==> src/rtl/srp_pkg.sv <==
package srp_pkg;
    localparam int REG_W      = 8;
    localparam int ADDR_W     = 3;
    localparam int NUM_REGS   = 1 << ADDR_W;
    localparam int FRAME_BITS = 1 + ADDR_W + REG_W;
    localparam int CNT_W      = $clog2(FRAME_BITS + 1);
    localparam int STAT_IDX   = NUM_REGS - 1;
    localparam int GAIN_IDX   = 2;
    localparam logic [REG_W-1:0] GAIN_RST = 8'h33;

    // Frame engine state
    typedef struct packed {
        logic [CNT_W-1:0]  cnt;      // rising edges seen in this frame
        logic              is_rd;    // direction flag of this frame
        logic [ADDR_W-1:0] addr;     // captured address
        logic [REG_W-1:0]  rx;       // captured write data
        logic [REG_W-1:0]  tx;       // remaining read bits
        logic              oe;       // output enable
        logic              dout;     // output bit
        logic              wr_stb;   // one-cycle commit strobe
        logic              sck_prev; // previous synchronized sck
    } frame_t;

    function automatic logic [REG_W-1:0] reset_value(int unsigned idx);
        return (idx == GAIN_IDX) ? GAIN_RST : '0;
    endfunction
endpackage

==> src/rtl/srp_sync.sv <==
module srp_sync #(
    parameter int               WIDTH   = 1,
    parameter int               STAGES  = 2,
    parameter logic [WIDTH-1:0] RST_VAL = '0
) (
    input  logic             clk,
    input  logic             rst_n,
    input  logic [WIDTH-1:0] d,
    output logic [WIDTH-1:0] q
);
    logic [STAGES-1:0][WIDTH-1:0] pipe_d, pipe_q;

    always_comb begin
        pipe_d[0] = d;
        for (int s = 1; s < STAGES; s++) begin
            pipe_d[s] = pipe_q[s-1];
        end
    end

    always_ff @(posedge clk or negedge rst_n) begin
        if (!rst_n) pipe_q <= {STAGES{RST_VAL}};
        else        pipe_q <= pipe_d;
    end

    assign q = pipe_q[STAGES-1];
endmodule

==> src/rtl/srp_frame.sv <==
module srp_frame
    import srp_pkg::*;
(
    input  logic              clk,
    input  logic              rst_n,
    input  logic              sel_n,
    input  logic              sck,
    input  logic              din,
    input  logic [REG_W-1:0]  rd_data,
    output logic [ADDR_W-1:0] addr,
    output logic              wr_stb,
    output logic [REG_W-1:0]  wr_data,
    output logic              dout,
    output logic              dout_oe,
    output logic              is_rd
);
    localparam logic [CNT_W-1:0] CNT_ADDR_END = CNT_W'(ADDR_W + 1);
    localparam logic [CNT_W-1:0] CNT_LAST     = CNT_W'(FRAME_BITS - 1);
    localparam logic [CNT_W-1:0] CNT_FULL     = CNT_W'(FRAME_BITS);

    frame_t f_d, f_q;
    logic   rise, fall;

    always_comb begin
        f_d          = f_q;
        f_d.wr_stb   = 1'b0;
        f_d.sck_prev = sck;
        rise = sck & ~f_q.sck_prev;
        fall = ~sck & f_q.sck_prev;

        if (sel_n) begin
            f_d.cnt   = '0;
            f_d.is_rd = 1'b0;
            f_d.oe    = 1'b0;
        end else begin
            // capture on rising edges; surplus edges are ignored
            if (rise && f_q.cnt < CNT_FULL) begin
                f_d.cnt = f_q.cnt + 1'b1;
                if (f_q.cnt == '0)
                    f_d.is_rd = din;
                else if (f_q.cnt < CNT_ADDR_END)
                    f_d.addr = {f_q.addr[ADDR_W-2:0], din};
                else
                    f_d.rx = {f_q.rx[REG_W-2:0], din};
                if (f_q.cnt == CNT_LAST && !f_q.is_rd)
                    f_d.wr_stb = 1'b1;
            end
            // launch read bits on falling edges
            if (fall && f_q.is_rd) begin
                if (f_q.cnt == CNT_ADDR_END) begin
                    f_d.oe   = 1'b1;
                    f_d.dout = ~rd_data[REG_W-1];
                    f_d.tx   = {rd_data[REG_W-2:0], 1'b0};
                end else if (f_q.cnt > CNT_ADDR_END && f_q.cnt < CNT_FULL) begin
                    f_d.dout = ~f_q.tx[REG_W-1];
                    f_d.tx   = {f_q.tx[REG_W-2:0], 1'b0};
                end
            end
        end
    end

    always_ff @(posedge clk or negedge rst_n) begin
        if (!rst_n) f_q <= '0;
        else        f_q <= f_d;
    end

    assign addr    = f_q.addr;
    assign wr_stb  = f_q.wr_stb;
    assign wr_data = f_q.rx;
    assign dout    = f_q.dout;
    assign dout_oe = f_q.oe;
    assign is_rd   = f_q.is_rd;
endmodule

==> src/rtl/srp_bank.sv <==
module srp_bank
    import srp_pkg::*;
(
    input  logic                      clk,
    input  logic                      rst_n,
    input  logic                      wr_stb,
    input  logic [ADDR_W-1:0]         addr,
    input  logic [REG_W-1:0]          wr_data,
    input  logic [REG_W-1:0]          stat_in,
    output logic [REG_W-1:0]          rd_data,
    output logic [NUM_REGS*REG_W-1:0] regs_flat
);
    logic [REG_W-1:0] regs_d [NUM_REGS];
    logic [REG_W-1:0] regs_q [NUM_REGS];

    always_comb begin
        for (int i = 0; i < NUM_REGS; i++) begin
            if (i == STAT_IDX)
                regs_d[i] = stat_in;
            else if (wr_stb && addr == ADDR_W'(i))
                regs_d[i] = wr_data;
            else
                regs_d[i] = regs_q[i];
        end
    end

    for (genvar g = 0; g < NUM_REGS; g++) begin : g_reg
        always_ff @(posedge clk or negedge rst_n) begin
            if (!rst_n) regs_q[g] <= reset_value(g);
            else        regs_q[g] <= regs_d[g];
        end
        assign regs_flat[g*REG_W +: REG_W] = regs_q[g];
    end

    assign rd_data = regs_q[addr];
endmodule

==> src/rtl/serial_reg_port.sv <==
module serial_reg_port
    import srp_pkg::*;
#(
    parameter int SYNC_STAGES = 2,
    parameter int PDN_REG     = 0,
    parameter int PDN_BIT     = 5
) (
    input  logic                      clk,
    input  logic                      rst_n,
    input  logic                      sel_n,
    input  logic                      sck,
    input  logic                      sdi,
    input  logic [REG_W-1:0]          status_in,
    output logic                      sdo,
    output logic                      sdo_oe,
    output logic [NUM_REGS*REG_W-1:0] cfg_out,
    output logic                      pwr_down
);
    logic              sel_s, sck_s, sdi_s;
    logic [ADDR_W-1:0] frm_addr;
    logic              wr_stb, frm_is_rd;
    logic [REG_W-1:0]  wr_data, rd_data;

    srp_sync #(.WIDTH(3), .STAGES(SYNC_STAGES), .RST_VAL(3'b100)) u_sync (
        .clk(clk), .rst_n(rst_n),
        .d({sel_n, sck, sdi}), .q({sel_s, sck_s, sdi_s})
    );

    srp_frame u_frame (
        .clk(clk), .rst_n(rst_n),
        .sel_n(sel_s), .sck(sck_s), .din(sdi_s),
        .rd_data(rd_data), .addr(frm_addr),
        .wr_stb(wr_stb), .wr_data(wr_data),
        .dout(sdo), .dout_oe(sdo_oe), .is_rd(frm_is_rd)
    );

    srp_bank u_bank (
        .clk(clk), .rst_n(rst_n),
        .wr_stb(wr_stb), .addr(frm_addr), .wr_data(wr_data),
        .stat_in(status_in), .rd_data(rd_data), .regs_flat(cfg_out)
    );

    assign pwr_down = ~rst_n | cfg_out[PDN_REG*REG_W + PDN_BIT];
endmodule

==> config.mk <==
export PLATFORM = sky130hd
export DESIGN_NAME = serial_reg_port
export DESIGN_NICKNAME = d
export VERILOG_FILES = /design/src/rtl/srp_pkg.sv /design/src/rtl/srp_sync.sv /design/src/rtl/srp_frame.sv /design/src/rtl/srp_bank.sv /design/src/rtl/serial_reg_port.sv
export SDC_FILE = /design/constraint.sdc
export NUM_CORES = 1
export LEC_CHECK = 0
export ABC_CLOCK_PERIOD_IN_PS = 3900
export CELL_PAD_IN_SITES_DETAIL_PLACEMENT = 1
export CELL_PAD_IN_SITES_GLOBAL_PLACEMENT = 1
export CORE_ASPECT_RATIO = 1.5
export CORE_UTILIZATION = 45
export CTS_BUF_LIST = sky130_fd_sc_hd__clkbuf_8
export DETAILED_ROUTE_END_ITERATION = 6
export DONT_BUFFER_PORTS = 1
export MAX_ROUTING_LAYER = met4
export PLACE_DENSITY_LB_ADDON = 0.1
export SLEW_MARGIN = 20
export SYNTH_ARGS = -nofsm -noshare
export SYNTH_HDL_FRONTEND = slang
export SYNTH_SLANG_ARGS = --single-unit
==> constraint.sdc <==
create_clock -name clk -period 3.9 [get_ports clk]
set_input_delay 0.195 -clock clk [delete_from_list [all_inputs] [get_ports clk]]
set_output_delay 0.195 -clock clk [all_outputs]
set_load 0.05 [all_outputs]
==> metrics.yaml, run 1 <==
run_status:
  outcome: "finished, final reports clean"
yosys:
  synthTopCellsByArea: "dfrtp_1, mux2_2, mux4_2"
  synth_compound_area_share_pct: 3.99
  yosys_warnings: 0
  postSynthCellCount: 294
  synthFlopType: "dfrtp_1"
  ys_seq_elements: 97
  synth_top_family_by_area: "multiplexers"
  synth_adder_area_share_pct: 2.01
  synth_cell_types: 46
  async_reset_ff_share_pct: 100
  seq_area_frac_synth_pct: 55.8
  synth_xor_xnor_area_share_pct: 0.602
  syn_nets: 314
  synth_top_cells_by_count: "dfrtp_1, mux2_2, nand2_1"
  synthMuxAreaShare_pct: 25.6
  yosysMostFrequentCell: "dfrtp_1"
  mappedNetlistArea_sq_mm: 0.00436
  synth_largest_area_cell: "dfrtp_1"
  yosys.area_share.simple_pct: 8.55
  synth_edf_count: 0
  synth.top_cell.area_share_pct: 52.2
  syn_avg_cell_area_sq_um: 14.8
route:
  first_pass_iters: 4
  vias: 2496
  via_per_inst: 5.86
  routed_wl_mm: 10.1
  drt_first_iter_violations: 77
  wl_per_cell_um: 23.7
  drc: 0
  ant_nets: 0
die:
  ios: 80
  fp.dieH_um: 123
  core_sq_mm: 0.00931
  fp.dieArea_sq_mm: 0.0101
  initial_core_util_pct: 46.9
  fp.dieW_um: 82.4
  row_count: 43
sta:
  hold_violations: 0
  finalMaxSlewViolations: 0
  fin_skew_ns: 0.0128
  setup_tns_ns: 0
  final-setup-viol-count: 0
  setup_slack_ns: 1.62
  rsz0062_at_grt: "false"
  finalCritPeriodShare_pct: 58.5
  fin_crit_ns: 2.28
  tightest_slew_ns: 0.998
  max_freq_mhz: 438
  whs_ns: 0.353
  slew_headroom_pct: 33.4
setup_path:
  crit_chain: "or2b_1 -> or2_1 -> mux2_4"
  critPathMaxFanout: 20
  path_class: "flop to flop"
  crit_arrival_ns: 2.53
  cp.required_ns: 4.15
  worstSetupEndpointType: "flop"
  start_kind: "flop"
  crit_slowest_cell: "dfrtp_1"
  timing.critical_path.slowest_cell_delay_ns: 0.99
global_route:
  grt_pass1_wl_mm: 15.7
  grt.total_usage_pct: 23.1
  antenna_found_initial: 0
  grt_max_degree: 98
  gr-total-overflow: 0
  first_global_vias: 2664
clock_network:
  clk_latency_ns: 0.37
  postCtsSetupBuffers: 0
  cts_tree: "built"
  htree_levels: 3
  cts.clk_slew.worst_paths_ns: 0.09
  cts_sinks: 97
  cts_made_buffers: 9
  cts_root_buffer: "clkbuf_8"
  clk_path_buf_depth: 2
layout:
  drive_gt1_share_pct: 34.7
  fin_cells: 426
  synthToLayoutAreaGrowth_pct: 8.32
  nets: 329
  diodes: 0
power_and_ir_drop:
  p_comb_share_pct: 10.9
  intPower_uw: 1440
  vdd_ir_drop_max_v: 0.000281
  switching_share_pct: 27.7
  p_per_area_mw_per_mm2: 423
  power_frac_clock_pct: 33.2
  p_leak_uw: 0.00223
  p_seq_share_pct: 55.9
  totalPowerFinal_uw: 2000
  p_sw_uw: 554
min_path:
  worst_hold_path_type: "flop to flop"
place:
  dp_slack_ns: 1.55
  io_buffers: 0
  place_congestion: 0.730
  dp_hpwl_mm: 6.85
  dpl.cell_count: 397
flow_run:
  drv_cap: 0
## critical path: cells and delay by family (launching register included)
kind	cells	cell delay (ns)
and+or+nand+nor	2	0.80
muxes	1	0.38
DFF	1	0.99
## power groups by stage
stage               Combinational [uW]  Sequential (uW)  Clock [uW]
floorplan                          248             1070           0
global placement                   185             1140           0
detailed placement                 189             1140           0
CTS                                223             1120         685
global route                       235             1130         723
finish                             217             1120         663
## cell usage in the layout (no fill, tap or decap), types with 7 or more instances in the layout
cell type	count
mux2i_1	8
nor2_1	9
dfrtp_1	91
mux2_2	61
clkbuf_8	10
ha_1	7
nand2_1	19
mux2_4	8
dlygate4sd3_1	12
mux4_2	9
## through the flow
| stage | util, % | cell area, sq um |
|---|---|---|
| 6_report | 50.8 | 4730 |
| 4_1_cts | 50.8 | 4730 |
| 3_3_place_gp | 47.1 | 4380 |
| 2_1_floorplan | - | 4360 |
| 3_5_place_dp | 47.1 | 4380 |
| 5_1_grt | 50.8 | 4730 |
## state kept, by name, summed over array words and instances, names as in the netlist
| register | cells |
|---|---|
| u_frame.dout | 1 |
| u_frame.addr | 3 |
| u_frame.wr_data | 8 |
| u_sync.pipe_d | 3 |
| u_bank.regs_flat | 64 |
| u_frame.wr_stb | 1 |
| u_sync.q | 3 |
| u_frame.dout_oe | 1 |
| u_frame.is_rd | 1 |
| u_frame.f_q | 12 |
## cell families after synthesis
group / count (synthesis)
XOR/XNOR: 3
AO/OA/AOI/OAI: 25
buffers and inverters: 15
adder cells (fa/ha/maj): 7
AND/OR/NAND/NOR: 60
multiplexers: 87
flip-flops: 97
## per-layer routing
layer  global-route usage, %  wire, um  vias up
met3                    7.06       544       10
met5                       -         0        -
li1                        -         -     1107
met1                    25.8      3980     1322
met2                    38.1      5330       57
met4                    8.66       227        0
## final timing paths
kind	from	to	slack [ns]	depth (start not counted)
min	u_sync.pipe_d[4]$_DFF_PN0_	u_sync.q[1]$_DFF_PN0_	0.35	0
min in group asynchronous	rst_n	u_bank.regs_flat[57]$_DFF_PN0_	0.41	2
max in group asynchronous	rst_n	u_sync.pipe_d[5]$_DFF_PN1_	3.09	2
max reg2reg	u_frame.addr[0]$_DFFE_PN0P_	u_bank.regs_flat[29]$_DFFE_PN0P_	1.62	3
max	u_frame.addr[0]$_DFFE_PN0P_	u_bank.regs_flat[29]$_DFFE_PN0P_	1.62	3
min reg2reg	u_sync.pipe_d[4]$_DFF_PN0_	u_sync.q[1]$_DFF_PN0_	0.35	0
## final cells by class
cell class              instances  area [sq um]
flip-flops and latches         97          2430
clock buffers                  10           138
multi-input cells             182          1780
repair buffers                 15           163
fillers                       924          4580
inverters                       4          15.0
well taps                     112           140
clock inverters                 6          58.8
## timing repair
action,in CTS,in global routing
gates resized for setup,0,0
endpoints found under the hold margin,108,0
hold buffers,13,0
Power figures use the tool's default switching activity.
==> run 2: changes to the inputs <==
--- a/config.mk
+++ b/config.mk
@@ -5,7 +5,7 @@
 export SDC_FILE = /design/constraint.sdc
 export NUM_CORES = 1
 export LEC_CHECK = 0
-export ABC_CLOCK_PERIOD_IN_PS = 3900
+export ABC_CLOCK_PERIOD_IN_PS = 2400
 export CELL_PAD_IN_SITES_DETAIL_PLACEMENT = 1
 export CELL_PAD_IN_SITES_GLOBAL_PLACEMENT = 1
 export CORE_ASPECT_RATIO = 1.5
==> constraint.sdc (replaced) <==
create_clock -name clk -period 2.4 [get_ports clk]
set_input_delay 0.12 -clock clk [delete_from_list [all_inputs] [get_ports clk]]
set_output_delay 0.12 -clock clk [all_outputs]
set_load 0.05 [all_outputs]
==> run 2 against run 1 <==
Net effect:
- via count fell by 0.60%
- flip-flop and latch count did not move
- register-to-register slack got worse by 1.2 ns
- count of clock-buffer cells in the layout fell by 1
- sequential power rose by 54%
- first-iteration DRC count rose by 49%
- clock power rose by 76%
- critical endpoint is now u_frame.wr_data[4]$_DFFE_PN0P_
- power rose by 69%
- fmax rose by 18%
- critical path depth rose by 2
- critical path type unchanged
- die area did not move
==> metrics.yaml, run 2 (same netlist as run 1, synthesis figures left out) <==
sta:
  setup_tns_ns: 0  # unchanged
  tightest_slew_ns: 0.722  # -0.276 ns
  fin_crit_ns: 1.94  # -0.344 ns
  finalCritPeriodShare_pct: 80.7  # +22 points
  fin_skew_ns: 0.0130  # +0.000138 ns
  max_freq_mhz: 516  # +18%
  final-setup-viol-count: 0  # unchanged
  hold_violations: 0  # unchanged
  rsz0062_at_grt: "false"
  finalMaxSlewViolations: 0  # unchanged
  slew_headroom_pct: 51.6  # +18 points
setup_path:
  crit_arrival_ns: 2.20  # -0.33 ns
  critPathMaxFanout: 8  # -60%
  path_class: "flop to flop"
  r2r.worst_path.cells: 5  # +2
  start_kind: "flop"
  worstSetupEndpointType: "flop"
  reg2reg_from: "u_frame.f_q[26]$_DFFE_PN0P_"
  cp.required_ns: 2.66  # -1.49 ns
  crit_start: "u_frame.f_q[26]$_DFFE_PN0P_"
layout:
  synthToLayoutAreaGrowth_pct: 9.84
  stdcell_area_sq_mm: 0.00479  # +1.4%
  diodes: 0  # unchanged
  nets: 335  # +1.8%
  layout_common_cells: "dfrtp_1, mux2_2, nand2_1, dlygate4sd3_1"
  drive_gt1_share_pct: 36.3  # +1.5 points
  final_common_cell: "dfrtp_1"
  largest_register_ffs: 64  # unchanged
route:
  dr.max_layer_used: "met4"
  wl_per_cell_um: 23.3  # -1.6%
  routed_wl_mm: 10.1  # -0.22%
  wl_met2_mm: 5.23  # -1.8%
  via_per_inst: 5.74  # -2.0%
  wirelength_met1_mm: 4.09  # +2.8%
  first_pass_iters: 4  # unchanged
  ant_nets: 0  # unchanged
  vias: 2481  # -0.60%
  drc: 0  # unchanged
  drt_first_iter_violations: 115  # +49%
  dr_wl_met3_um: 473  # -13%
place:
  dpl_cell_area_sq_mm: 0.00443  # +1.0%
  io_buffers: 0  # unchanged
  dp_hpwl_mm: 6.94  # +1.2%
  place_congestion: 0.737  # +0.93%
min_path:
  worst_hold_path_type: "input pin to flop"
  hold_depth: 1  # +1
  hp-start: "sel_n"
power_and_ir_drop:
  p_leak_uw: 0.00227  # +1.7%
  switching_share_pct: 27.6  # -0.12 points
  p_comb_share_pct: 14.4  # +3.5 points
  p_sw_uw: 934  # +69%
  p_seq_share_pct: 50.9  # -5.0 points
  power_frac_clock_pct: 34.7  # +1.5 points
  p_per_area_mw_per_mm2: 705  # +67%
  vdd_ir_drop_max_v: 0.000481  # +71%
  intPower_uw: 2450  # +70%
die:
  fp.dieArea_sq_mm: 0.0101  # unchanged
  fp.dieW_um: 82.4  # unchanged
  core_sq_mm: 0.00931  # unchanged
  fp.dieH_um: 123  # unchanged
  initial_core_util_pct: 46.9  # unchanged
  ios: 80  # unchanged
  row_count: 43  # unchanged
global_route:
  antenna_found_initial: 0  # unchanged
  grt_pass1_wl_mm: 15.6  # -0.57%
  grt_max_degree: 98  # unchanged
  grt.total_usage_pct: 23.0  # -0.082 points
  gr-total-overflow: 0  # unchanged
  first_global_vias: 2690  # +0.98%
clock_network:
  cts_made_buffers: 9  # unchanged
  clk_path_buf_depth: 2  # unchanged
  cts_sinks: 97  # unchanged
  clk_latency_ns: 0.38  # about the same
  htree_levels: 3  # unchanged
  cts_tree: "built"
  cts_root_buffer: "clkbuf_8"
  cts.clk_slew.worst_paths_ns: 0.09  # about the same
flow_run:
  drv_cap: 0  # unchanged
run_status:
  outcome: "finished, final reports clean"
[run 2: cell count changes in the layout (fill, tap and decap cells not counted), sizes merged]
cell / previous run / this run
buf: 3 / 9
bufinv: 1 / 2
clkbuf: 10 / 9
clkinv: 1 / 2
inv: 7 / 6
[run 2: path summary, 6_finish.rpt]
path                                                    end  slack (ns)
max                          u_frame.wr_data[4]$_DFFE_PN0P_        0.46
min in group asynchronous  u_bank.regs_flat[33]$_DFFE_PN0P_        0.33
max in group asynchronous  u_bank.regs_flat[16]$_DFFE_PN1P_        1.68
max reg2reg                  u_frame.wr_data[4]$_DFFE_PN0P_        0.46
min reg2reg                           u_sync.q[1]$_DFF_PN0_        0.36
min                              u_sync.pipe_d[5]$_DFF_PN1_        0.28
[run 2: power groups by stage]
| stage | logic [uW] | clock network [uW] | registers, uW |
|---|---|---|---|
| floorplan | 403 | 0 | 1740 |
| global placement | 443 | 0 | 1750 |
| detailed placement | 445 | 0 | 1750 |
| CTS | 501 | 1210 | 1720 |
| global route | 528 | 1280 | 1720 |
| finish | 487 | 1170 | 1720 |
[run 2: area by class of cell]
cell class                      count  area, sq um
Multi-Input combinational cell    182         1780
Timing Repair Buffer               21          208
Clock buffer                        9          124
Sequential cell                    97         2430
Fill cell                         937         4520
Inverter                            4         15.0
Tap cell                          112          140
Clock inverter                      7         93.8
[run 2: critical path, cell delays in order (launching register included)]
cell and delay, ns:
dfrtp_1 0.42, ha_1 0.24, nor2_1 0.11, nand2_1 0.10
nor3_2 0.56, mux2_2 0.40
[run 2: metal layers]
metal / global-route usage, % / up-vias
met5: - / -
met3: 4.76 / 18
met1: 26.9 / 1295
met2: 37.3 / 60
met4: 10.7 / 0
li1: - / 1108
[run 2: repair_timing]
item,in CTS,in global routing
hold endpoints to repair,108,0
setup buffers,0,0
hold buffers,13,0
gates resized for setup,0,0
[run 2: through the flow]
stage | util (%) | hold slack [ns] | setup WS [ns] | total power [uW] | cells
floorplan | - | -0.176 | 0.694 | 2140 | 294
global placement | 47.6 | -0.173 | 0.457 | 2190 | 403
detailed placement | 47.6 | -0.173 | 0.441 | 2200 | 403
CTS | 51.5 | 0.266 | 0.430 | 3430 | 432
global route | 51.5 | 0.263 | 0.270 | 3530 | 432
finish | 51.5 | 0.281 | 0.463 | 3380 | 432
==> run 3: changes to the inputs <==
--- a/config.mk
+++ b/config.mk
@@ -5,7 +5,7 @@
 export SDC_FILE = /design/constraint.sdc
 export NUM_CORES = 1
 export LEC_CHECK = 0
-export ABC_CLOCK_PERIOD_IN_PS = 2400
+export ABC_CLOCK_PERIOD_IN_PS = 1650
 export CELL_PAD_IN_SITES_DETAIL_PLACEMENT = 1
 export CELL_PAD_IN_SITES_GLOBAL_PLACEMENT = 1
 export CORE_ASPECT_RATIO = 1.5
==> constraint.sdc (replaced) <==
create_clock -name clk -period 1.65 [get_ports clk]
set_input_delay 0.0825 -clock clk [delete_from_list [all_inputs] [get_ports clk]]
set_output_delay 0.0825 -clock clk [all_outputs]
set_load 0.05 [all_outputs]
==> run 3 against run 2 <==
Net effect:
- the flow now finishes with violations (negative hold slack, negative setup slack)
- cell count up 24%
- largest cell class unchanged
- flip-flop and latch count unchanged
- combinational power increased by 97%
- via count grew 18%
- highest routed layer unchanged
- die area unchanged
- power up 52%
- fmax increased by 13%
==> metrics.yaml, run 3 (same netlist as run 1, synthesis figures left out) <==
power_and_ir_drop:
  intPower_uw: 3780  # +55%
  p_per_area_mw_per_mm2: 889  # +26%
  p_seq_share_pct: 48.2  # -2.7 points
  switching_share_pct: 26.5  # -1.1 points
  p_sw_uw: 1360  # +46%
  p_leak_uw: 0.00284  # +25%
  p_comb_share_pct: 18.6  # +4.2 points
  power_frac_clock_pct: 33.2  # -1.5 points
  vdd_ir_drop_max_v: 0.000652  # +36%
layout:
  n_fill_cell: 924  # -1.4%
  layout_common_cells: "buf_4, dfrtp_1, mux2_2, nand2_1, mux2_4"
  drive_gt1_share_pct: 57.2  # +21 points
  largest_register_ffs: 64  # unchanged
  diodes: 0  # unchanged
  nets: 438  # +31%
  synthToLayoutAreaGrowth_pct: 32.7
  fin_util_pct: 62.2  # +11 points
  final_common_cell: "buf_4"
clock_network:
  cts.hold.buffers_added: 11  # -2
  cts_tree: "built"
  cts_root_buffer: "clkbuf_8"
  cts_made_buffers: 9  # unchanged
  cts.clk_slew.worst_paths_ns: 0.09  # about the same
  htree_levels: 3  # unchanged
  clk_latency_ns: 0.38  # about the same
  cts_sinks: 97  # unchanged
  clk_path_buf_depth: 2  # unchanged
route:
  drc: 0  # unchanged
  wl_met2_mm: 6.52  # +25%
  ant_nets: 0  # unchanged
  dr.max_layer_used: "met4"
  via_per_inst: 5.46  # -4.9%
  first_pass_iters: 4  # unchanged
  routed_wl_mm: 11.8  # +18%
  drt_first_iter_violations: 160  # +39%
  dr_wl_met3_um: 531  # +12%
  wl_per_cell_um: 22.1  # -5.0%
  vias: 2923  # +18%
  wirelength_met1_mm: 4.52  # +10%
die:
  fp.dieArea_sq_mm: 0.0101  # unchanged
  row_count: 43  # unchanged
  ios: 80  # unchanged
  core_sq_mm: 0.00931  # unchanged
  fp.dieW_um: 82.4  # unchanged
  initial_core_util_pct: 46.9  # unchanged
  fp.dieH_um: 123  # unchanged
sta:
  finalMaxSlewViolations: 0  # unchanged
  fin_crit_ns: 1.71  # -0.230 ns
  fin_skew_ns: 0.00783  # -0.00512 ns
  final-setup-viol-count: 19  # +19
  tightest_slew_ns: 0.475  # -0.248 ns
  hold_violations: 97  # +97
  whs_ns: -0.613  # -0.894 ns
  slew_headroom_pct: 68.4  # +17 points
  setup_slack_ns: -0.0565  # -0.520 ns
  rsz0062_at_grt: "true"
  finalCritPeriodShare_pct: 103  # +23 points
  max_freq_mhz: 586  # +13%
place:
  dp_hpwl_mm: 8.43  # +22%
  io_buffers: 0  # unchanged
  place_congestion: 0.819  # +11%
  dp_slack_ns: -0.172  # -0.612 ns
setup_path:
  crit_arrival_ns: 1.97  # -0.23 ns
  worstSetupEndpointType: "flop"
  path_class: "flop to flop"
  reg2reg_from: "u_frame.f_q[27]$_DFFE_PN0P_"
  critPathMaxFanout: 5  # -3
  reg2reg_slack_ns: -0.06  # -0.52 ns
  cp.required_ns: 1.91  # -0.75 ns
  start_kind: "flop"
  r2r.worst_path.cells: 7  # +2
  rr_endpoint: "u_frame.wr_data[5]$_DFFE_PN0P_"
  crit_start: "u_frame.f_q[27]$_DFFE_PN0P_"
global_route:
  gr-total-overflow: 0  # unchanged
  antenna_found_initial: 0  # unchanged
  grt_pass1_wl_mm: 17.9  # +15%
  grt_max_degree: 99  # +1.0%
  first_global_vias: 3246  # +21%
  grt.total_usage_pct: 26.0  # +3.1 points
min_path:
  worst_hold_path_type: "input pin to async pin"
flow_run:
  drv_cap: 0  # unchanged
run_status:
  outcome: "complete, but fails checks"
  violations: "negative hold slack, negative setup slack"
-- run 3: layout make-up --
cell class,count,area [sq um],area share (%)
multi-input cells,182,1940,33.5
clock buffers,13,179,3.09
clock inverters,3,46.3,0.800
inverters,4,15.0,0.259
flip-flops and latches,97,2440,42.1
repair buffers,124,1030,17.8
well taps,112,140,2.42
-- run 3: per-layer routing --
metal	vias to the layer above	global-route usage [%]
met5	-	-
li1	1322	-
met3	16	4.46
met1	1515	28.7
met2	70	45.5
met4	0	10.7
-- run 3: worst max-delay path by stage --
stage                                                 to  slack [ns]  cells past startpoint
after detailed placement      u_frame.f_q[6]$_DFFE_PN0P_       -0.17                      6
final                     u_frame.wr_data[5]$_DFFE_PN0P_       -0.06                      7
after floorplan              u_frame.addr[0]$_DFFE_PN0P_       0.005                      5
after global placement        u_frame.f_q[6]$_DFFE_PN0P_       -0.10                      6
after global routing          u_frame.f_q[8]$_DFFE_PN0P_       -0.12                      6
after CTS                    u_frame.addr[1]$_DFFE_PN0P_       -0.08                      5
-- run 3: timing repair --
item                                    in CTS  in global routing
pin swaps                                    1                  6
cloned                                       0                  1
buffers inserted                             3                  7
endpoints found under the hold margin      108                 97
gates resized for setup                     16                 31
endpoints found under the setup margin      25                 38
-- run 3: per-stage QoR --
stage	cells	hold slack, ns	instance area, sq um	power (uW)	setup TNS (ns)
global placement	497	-0.211	5160	3270	-0.604
CTS	527	-0.622	5590	5040	-0.768
floorplan	294	-0.213	4370	3120	0
detailed placement	497	-0.210	5160	3290	-1.42
finish	535	-0.613	5790	5150	-0.498
global route	535	-0.628	5790	5330	-2.04
-- run 3: power groups by stage --
stage / Sequential (uW) / Combinational [uW] / Clock, uW
after global placement: 2510 / 760 / 0
final: 2480 / 959 / 1710
after detailed placement: 2510 / 780 / 0
after CTS: 2470 / 823 / 1740
after floorplan: 2530 / 586 / 0
after global routing: 2490 / 1020 / 1820
-- run 3: worst max-delay path: stages, from the launching register on --
cell,delay (ns)
dfrtp_1,0.45
ha_4,0.20
nor2_4,0.07
nand2_2,0.06
buf_6,0.12
nor3_4,0.22
buf_6,0.17
mux2_4,0.30
